<file path="src/rtl/credit_sequencer_pkg.sv">
`timescale 1ns/1ps
package credit_sequencer_pkg;
  localparam int SRC_W = 4;
  localparam int CNT_W = 8;

  typedef struct packed {
    logic [SRC_W-1:0] src;
    logic [CNT_W-1:0] grant;
    logic [CNT_W-1:0] blen;
  } prog_entry_t;
endpackage

</file>
<file path="src/rtl/credit_sequencer_table.sv">
`timescale 1ns/1ps
module credit_sequencer_table
  import credit_sequencer_pkg::*;
#(
  parameter int NUM_ENTRIES = 4,
  parameter int IDX_W       = 2
) (
  input  logic             clk,
  input  logic             rst_n,
  input  logic             we,
  input  logic [IDX_W-1:0] widx,
  input  prog_entry_t      wdata,
  input  logic [IDX_W-1:0] ridx,
  output prog_entry_t      rdata
);
  prog_entry_t mem [NUM_ENTRIES];

  for (genvar i = 0; i < NUM_ENTRIES; i++) begin : g_entry
    always_ff @(posedge clk) begin
      if (!rst_n)
        mem[i] <= '0;
      else if (we && widx == IDX_W'(i))
        mem[i] <= wdata;
    end
  end

  assign rdata = mem[ridx];
endmodule

</file>
<file path="src/rtl/credit_sequencer_space.sv">
`timescale 1ns/1ps
module credit_sequencer_space #(
  parameter int DEPTH   = 16,
  parameter int SPACE_W = 5,
  parameter int CNT_W   = 8
) (
  input  logic               clk,
  input  logic               rst_n,
  input  logic               take,
  input  logic [CNT_W-1:0]   take_cnt,
  input  logic               give,
  output logic [SPACE_W-1:0] free
);
  localparam int CW = ((SPACE_W > CNT_W) ? SPACE_W : CNT_W) + 1;

  logic [SPACE_W-1:0] free_q;
  logic [CW-1:0]      sum;

  always_comb begin
    sum = CW'(free_q) + CW'(give) - (take ? CW'(take_cnt) : '0);
    if (sum > CW'(DEPTH))
      sum = CW'(DEPTH);
  end

  always_ff @(posedge clk) begin
    if (!rst_n)
      free_q <= SPACE_W'(DEPTH);
    else
      free_q <= SPACE_W'(sum);
  end

  assign free = free_q;
endmodule

</file>
<file path="src/rtl/credit_sequencer_engine.sv">
`timescale 1ns/1ps
module credit_sequencer_engine
  import credit_sequencer_pkg::*;
#(
  parameter int IDX_W   = 2,
  parameter int SPACE_W = 5
) (
  input  logic               clk,
  input  logic               rst_n,
  input  logic               run,
  input  prog_entry_t        entry,
  input  logic [IDX_W-1:0]   last_idx,
  input  logic               wr_en,
  input  logic [SRC_W-1:0]   wr_src,
  input  logic [SPACE_W-1:0] free,
  input  logic               crd_ready,
  output logic               crd_valid,
  output logic [SRC_W-1:0]   crd_src,
  output logic [CNT_W-1:0]   crd_count,
  output logic               hs,
  output logic [IDX_W-1:0]   ptr,
  output logic               blk_done,
  output logic [IDX_W-1:0]   blk_idx
);
  localparam int CW = ((SPACE_W > CNT_W) ? SPACE_W : CNT_W) + 1;

  logic [IDX_W-1:0] ptr_q, done_idx_q;
  logic [CNT_W-1:0] issued_q, received_q, owed_q, cnt_q;
  logic [SRC_W-1:0] src_q;
  logic             valid_q, done_q;

  logic [CNT_W-1:0] remain, want;
  logic             fits, offer, accept, finish;

  always_comb begin
    remain = entry.blen - issued_q;
    want   = (entry.grant < remain) ? entry.grant : remain;
    fits   = CW'(free) >= CW'(want);
    offer  = run && !valid_q && (owed_q == '0) && (remain != '0)
             && (want != '0) && fits;
    hs     = valid_q && crd_ready;
    accept = wr_en && (wr_src == entry.src) && (owed_q != '0);
    finish = accept && ((received_q + CNT_W'(1)) == entry.blen);
  end

  always_ff @(posedge clk) begin
    if (!rst_n) begin
      ptr_q      <= '0;
      issued_q   <= '0;
      received_q <= '0;
      owed_q     <= '0;
      done_q     <= 1'b0;
      done_idx_q <= '0;
    end else begin
      done_q <= finish;
      if (finish) begin
        issued_q   <= '0;
        received_q <= '0;
        owed_q     <= '0;
        done_idx_q <= ptr_q;
        ptr_q      <= (ptr_q == last_idx) ? '0 : ptr_q + IDX_W'(1);
      end else begin
        if (hs)
          issued_q <= issued_q + cnt_q;
        received_q <= received_q + CNT_W'(accept);
        owed_q     <= owed_q + (hs ? cnt_q : '0) - CNT_W'(accept);
      end
    end
  end

  always_ff @(posedge clk) begin
    if (!rst_n) begin
      valid_q <= 1'b0;
      src_q   <= '0;
      cnt_q   <= '0;
    end else if (offer) begin
      valid_q <= 1'b1;
      src_q   <= entry.src;
      cnt_q   <= want;
    end else if (hs) begin
      valid_q <= 1'b0;
    end
  end

  assign crd_valid = valid_q;
  assign crd_src   = src_q;
  assign crd_count = cnt_q;
  assign ptr       = ptr_q;
  assign blk_done  = done_q;
  assign blk_idx   = done_idx_q;
endmodule

</file>
<file path="src/rtl/credit_sequencer.sv">
`timescale 1ns/1ps
module credit_sequencer
  import credit_sequencer_pkg::*;
#(
  parameter int NUM_ENTRIES = 4,
  parameter int DEPTH       = 16,
  localparam int IDX_W      = (NUM_ENTRIES > 1) ? $clog2(NUM_ENTRIES) : 1,
  localparam int SPACE_W    = $clog2(DEPTH + 1)
) (
  input  logic               clk,
  input  logic               rst_n,
  input  logic               run,
  input  logic               prog_we,
  input  logic [IDX_W-1:0]   prog_idx,
  input  logic [SRC_W-1:0]   prog_src,
  input  logic [CNT_W-1:0]   prog_grant,
  input  logic [CNT_W-1:0]   prog_blen,
  input  logic [IDX_W-1:0]   last_idx,
  input  logic               wr_en,
  input  logic [SRC_W-1:0]   wr_src,
  input  logic               deq,
  output logic               crd_valid,
  input  logic               crd_ready,
  output logic [SRC_W-1:0]   crd_src,
  output logic [CNT_W-1:0]   crd_count,
  output logic [SPACE_W-1:0] free_slots,
  output logic               blk_done,
  output logic [IDX_W-1:0]   blk_idx
);
  prog_entry_t      wentry, cur;
  logic [IDX_W-1:0] ptr;
  logic             hs;

  assign wentry = '{src: prog_src, grant: prog_grant, blen: prog_blen};

  credit_sequencer_table #(.NUM_ENTRIES(NUM_ENTRIES), .IDX_W(IDX_W)) u_table (
    .clk(clk), .rst_n(rst_n), .we(prog_we), .widx(prog_idx),
    .wdata(wentry), .ridx(ptr), .rdata(cur)
  );

  credit_sequencer_space #(.DEPTH(DEPTH), .SPACE_W(SPACE_W), .CNT_W(CNT_W)) u_space (
    .clk(clk), .rst_n(rst_n), .take(hs), .take_cnt(crd_count),
    .give(deq), .free(free_slots)
  );

  credit_sequencer_engine #(.IDX_W(IDX_W), .SPACE_W(SPACE_W)) u_engine (
    .clk(clk), .rst_n(rst_n), .run(run), .entry(cur), .last_idx(last_idx),
    .wr_en(wr_en), .wr_src(wr_src), .free(free_slots), .crd_ready(crd_ready),
    .crd_valid(crd_valid), .crd_src(crd_src), .crd_count(crd_count),
    .hs(hs), .ptr(ptr), .blk_done(blk_done), .blk_idx(blk_idx)
  );
endmodule

</file>
<file path="config.mk">
export PLATFORM = sky130hd
export DESIGN_NAME = credit_sequencer
export DESIGN_NICKNAME = d
export VERILOG_FILES = /design/src/rtl/credit_sequencer_pkg.sv /design/src/rtl/credit_sequencer_table.sv /design/src/rtl/credit_sequencer_space.sv /design/src/rtl/credit_sequencer_engine.sv /design/src/rtl/credit_sequencer.sv
export SDC_FILE = /design/constraint.sdc
export NUM_CORES = 1
export LEC_CHECK = 0
export CAP_MARGIN = 20
export CORE_MARGIN = 3
export CORE_UTILIZATION = 33
export DETAILED_ROUTE_END_ITERATION = 10
export PLACE_DENSITY = 0.58
export RECOVER_POWER = 100
export SYNTH_ARGS = -nofsm -noshare
export SYNTH_HDL_FRONTEND = slang
export SYNTH_SLANG_ARGS = --single-unit
</file>
<file path="constraint.sdc">
create_clock -name clk -period 7 [get_ports clk]
set_input_delay 2.1 -clock clk [delete_from_list [all_inputs] [get_ports clk]]
set_output_delay 2.1 -clock clk [all_outputs]
set_load 0.01 [all_outputs]
</file>
==> results by group <==
Run status
  • Status: completed

Cells and area
  • Layout Area Growth over Synthesis: 18.99%
  • Register Area: 3383 um2
  • Area of the multi-input gates: 3521 um2
  • Commonest non-fill, non-tap cells in the layout: 80 x edfxtp_1, 52 x ha_1, 49 x dfxtp_1
  • Leading cell type in the layout, fill and taps excluded: edfxtp_1
  • Share of layout cells above drive strength 1: 8.060%
  • Final net count: 810
  • Final std cells w/o fill: 1007
  • N_diodes: 0
  • FILL cells: 2030

Floorplan
  • Die area: 23740 um2
  • Standard-cell rows: 53
  • Initial core utilization: 33.99%
  • Die X: 154.1 um
  • Boundary Pins: 56
  • Die Span Y: 154.1 um
  • CORE AREA: 21290 um2

Global routing
  • Gr usage total: 13.99%
  • Number of global-route vias before repair: 4835
  • Initial antenna violation count: 0
  • First-pass GRT wire length: 26080 um
  • Largest net degree at the start of global routing: 30
  • Total gr overflow: 0

Timing
  • Max Clock Skew: 14.62 ps
  • Worst hold slack: 457.1 ps
  • Worst-Margin Slew: 1361 ps
  • Peak Freq: 0.1619 GHz
  • Final hold violation count: 0
  • Final worst path period share: 88.24%
  • Slew HR: 9.293%
  • Final setup viols: 0
  • Worst setup margin: 822.9 ps
  • Min Tclk post-route: 6177 ps
  • Final Max Slew Viols: 0
  • Setup TNS: 0 ps
  • RSZ-0062 raised after global routing: no

Yosys
  • Top_reg_cell synth: edfxtp_1
  • Yosys top cell by area: edfxtp_1
  • Ys Warns: 0
  • Synth Instances: 655
  • Post-synth ARST share: 0%
  • Post-synth EDFFs: 80
  • Cell area after synthesis: 7236 um2
  • Top cell type's share of synthesized area: 33.20%
  • Mean Syn Cell Area: 11.05 um2
  • Main area contributors after synthesis: edfxtp_1 33%, dfxtp_1 14%, ha_1 9.0%
  • Sequential fraction of the synthesis area: 46.76%
  • Netlist cell types: 54
  • Syn_nets: 746
  • FF+latch count, synth: 129

Setup path
  • CP Depth: 24
  • Reg2reg end: u_engine.crd_count[6]$_SDFFE_PN0P_
  • Worst Reg2Reg Path Length in Cells: 24
  • Crit-path max cell delay: 590 ps
  • Crit-path leading delay family: simple AND/OR/NAND/NOR gates
  • Critical Path AT: 6490 ps
  • Max FO, Critical Path: 9
  • CP required: 7310 ps
  • CP Launch Type: flip-flop
  • Crit. End Element: flip-flop
  • Cell Chain, Critical Path: buf_4 > mux4_2 > ha_1 > and2_0 > nor2_1 > a31oi_1 > o21ai_0 > nand2b_1 > xnor2_1 > ha_1 > nand4_1 > a211oi_1 > nor4_4 > mux2i_1 > ha_1 > nand2b_1 > o2111ai_1 > a2111oi_0 > nand2_1 > nor4bb_1 > a41oi_1 > a311oi_1 > buf_4 > and3b_1
  • CP Capture Point: u_engine.crd_count[6]$_SDFFE_PN0P_
  • R2r setup slk: 820 ps
  • Slowest CP cell: mux4_2
  • CP dominant cell by count: ha_1
  • Kind of critical path: flip-flop to flip-flop
  • Crit path buf inv count: 2

CTS
  • Worst-skew pair later-pin latency: 430 ps
  • Number of clock sinks: 129
  • CTS root buffer: clkbuf_16
  • Reg clk slew, reported paths: 60 ps
  • TritonCTS Buffers: 17
  • CTS max path bufs: 2
  • CTS tree: yes
  • H-tree depth: 4
  • CTS Hold Bufs: 0
  • Postcts setup bufs: 0
  • Post-cts sizing count: 0

Power
  • Peak supply drop: 0.0001628 V
  • Leakage: 0.003278 uW
  • Pwr dens: 238.4 nW/um2

Detailed routing
  • Routed wire per std cell: 15.75 um
  • Routed wire length: 15860 um
  • Vias post-DR: 4763
  • 1st-pass router iterations: 4
  • Vias per cell: 4.730
  • Detail Route Antenna Nets: 0
  • DRC viols: 0
  • DR iter-0 viols: 238

Run
  • Max_cap viols: 0

Worst hold path
  • Cell count of the worst hold path: 2
  • Worst hold path class: flip-flop to flip-flop

Placement
  • Setup WS pre-CTS: 877.8 ps
  • DPL Wire Length: 11770 um
  • Gpl congestion: 0.8114
  • Count of input and output buffers: 55
  • Placed Cells: 975
==> how the worst min path moves through the flow <==
stage          slack (ps)                         startpoint                           endpoint
3_3_place_gp          450   u_engine.crd_src[3]$_SDFFE_PN0P_   u_engine.crd_src[3]$_SDFFE_PN0P_
3_5_place_dp          450   u_engine.crd_src[3]$_SDFFE_PN0P_   u_engine.crd_src[3]$_SDFFE_PN0P_
2_1_floorplan         450  u_engine.issued_q[5]$_SDFFE_PP0P_  u_engine.issued_q[5]$_SDFFE_PP0P_
6_report              460   u_engine.crd_src[3]$_SDFFE_PN0P_   u_engine.crd_src[3]$_SDFFE_PN0P_
5_1_grt               490   u_engine.crd_src[3]$_SDFFE_PN0P_   u_engine.crd_src[3]$_SDFFE_PN0P_
4_1_cts               460   u_engine.crd_src[3]$_SDFFE_PN0P_   u_engine.crd_src[3]$_SDFFE_PN0P_
==> layer usage <==
layer | track usage [%] | vias to the layer above | wire length [um]
met3 | 3.012 | 15 | 407
met5 | 0 | - | 0
met1 | 18.64 | 2263 | 7593
met2 | 22.84 | 66 | 7644
li1 | - | 2419 | -
met4 | 4.415 | 0 | 214
==> flip-flops by register name, indices dropped and copies added, names as in the netlist, named ones only <==
signal               cells
u_space.free             5
u_engine.blk_idx         2
u_engine.blk_done        1
u_engine.received_q      8
u_engine.owed_q          8
u_table.mem             80
u_engine.crd_valid       1
u_engine.crd_count       8
u_engine.crd_src         4
u_engine.ptr             2
u_engine.issued_q        8
==> metrics by stage <==
stage / total power [uW] / area, um2 / utilization, %
floorplan: 1146 / 7236 / -
global placement: 1241 / 8122 / 38.15
detailed placement: 1244 / 8122 / 38.15
CTS: 2084 / 8681 / 40.78
global route: 2161 / 8610 / 40.45
finish: 2052 / 8610 / 40.45
==> synthesized netlist by cell type, types with 5 or more instances <==
library cell,number
xnor2_1,25
nor2_1,47
nand2_1,47
mux4_2,19
inv_1,47
mux2i_1,17
dfxtp_1,49
nand4_1,5
o21ai_0,19
a21oi_1,18
xor2_1,21
nand3_1,15
ha_1,52
a21o_1,7
nand2b_1,11
and2_1,83
clkbuf_1,16
nor2b_1,15
edfxtp_1,80
==> layout make-up <==
| class | count | share of cell area (%) |
|---|---|---|
| timing repair buffer | 69 | 7.266 |
| multi-input combinational | 455 | 40.90 |
| sequential | 129 | 39.30 |
| tap | 275 | 3.997 |
| inverter | 47 | 2.049 |
| clock buffer | 17 | 4.941 |
| clock inverter | 15 | 1.555 |
==> worst register-to-register path, stage by stage, from the launching register on <==
cell	delay [ps]
dfxtp_1	520
buf_4	290
mux4_2	590
ha_1	320
and2_0	160
nor2_1	180
a31oi_1	140
o21ai_0	180
nand2b_1	90
xnor2_1	130
ha_1	300
nand4_1	120
a211oi_1	80
nor4_4	510
mux2i_1	200
ha_1	300
nand2b_1	110
o2111ai_1	100
a2111oi_0	540
nand2_1	90
nor4bb_1	300
a41oi_1	70
a311oi_1	290
buf_4	240
and3b_1	190
==> cell families (layout without fill, tap and decap cells) <==
group / after synthesis / count (layout) / share of synthesized area [%]
AOI/OAI and AO/OA: 66 / 66 / 5.793
xor gates and xnor gates: 47 / 47 / 5.897
DFF: 129 / 129 / 46.76
muxes: 38 / 38 / 8.577
and+or+nand+nor: 248 / 248 / 18.66
adders and majority gates: 56 / 56 / 10.10
buffers and inverters: 71 / 148 / 4.219
==> report_power, final <==
part	switching, uW	internal [uW]
clock	343	489
combinational	184	157
sequential	19.4	860
Power figures use the tool's default switching activity.
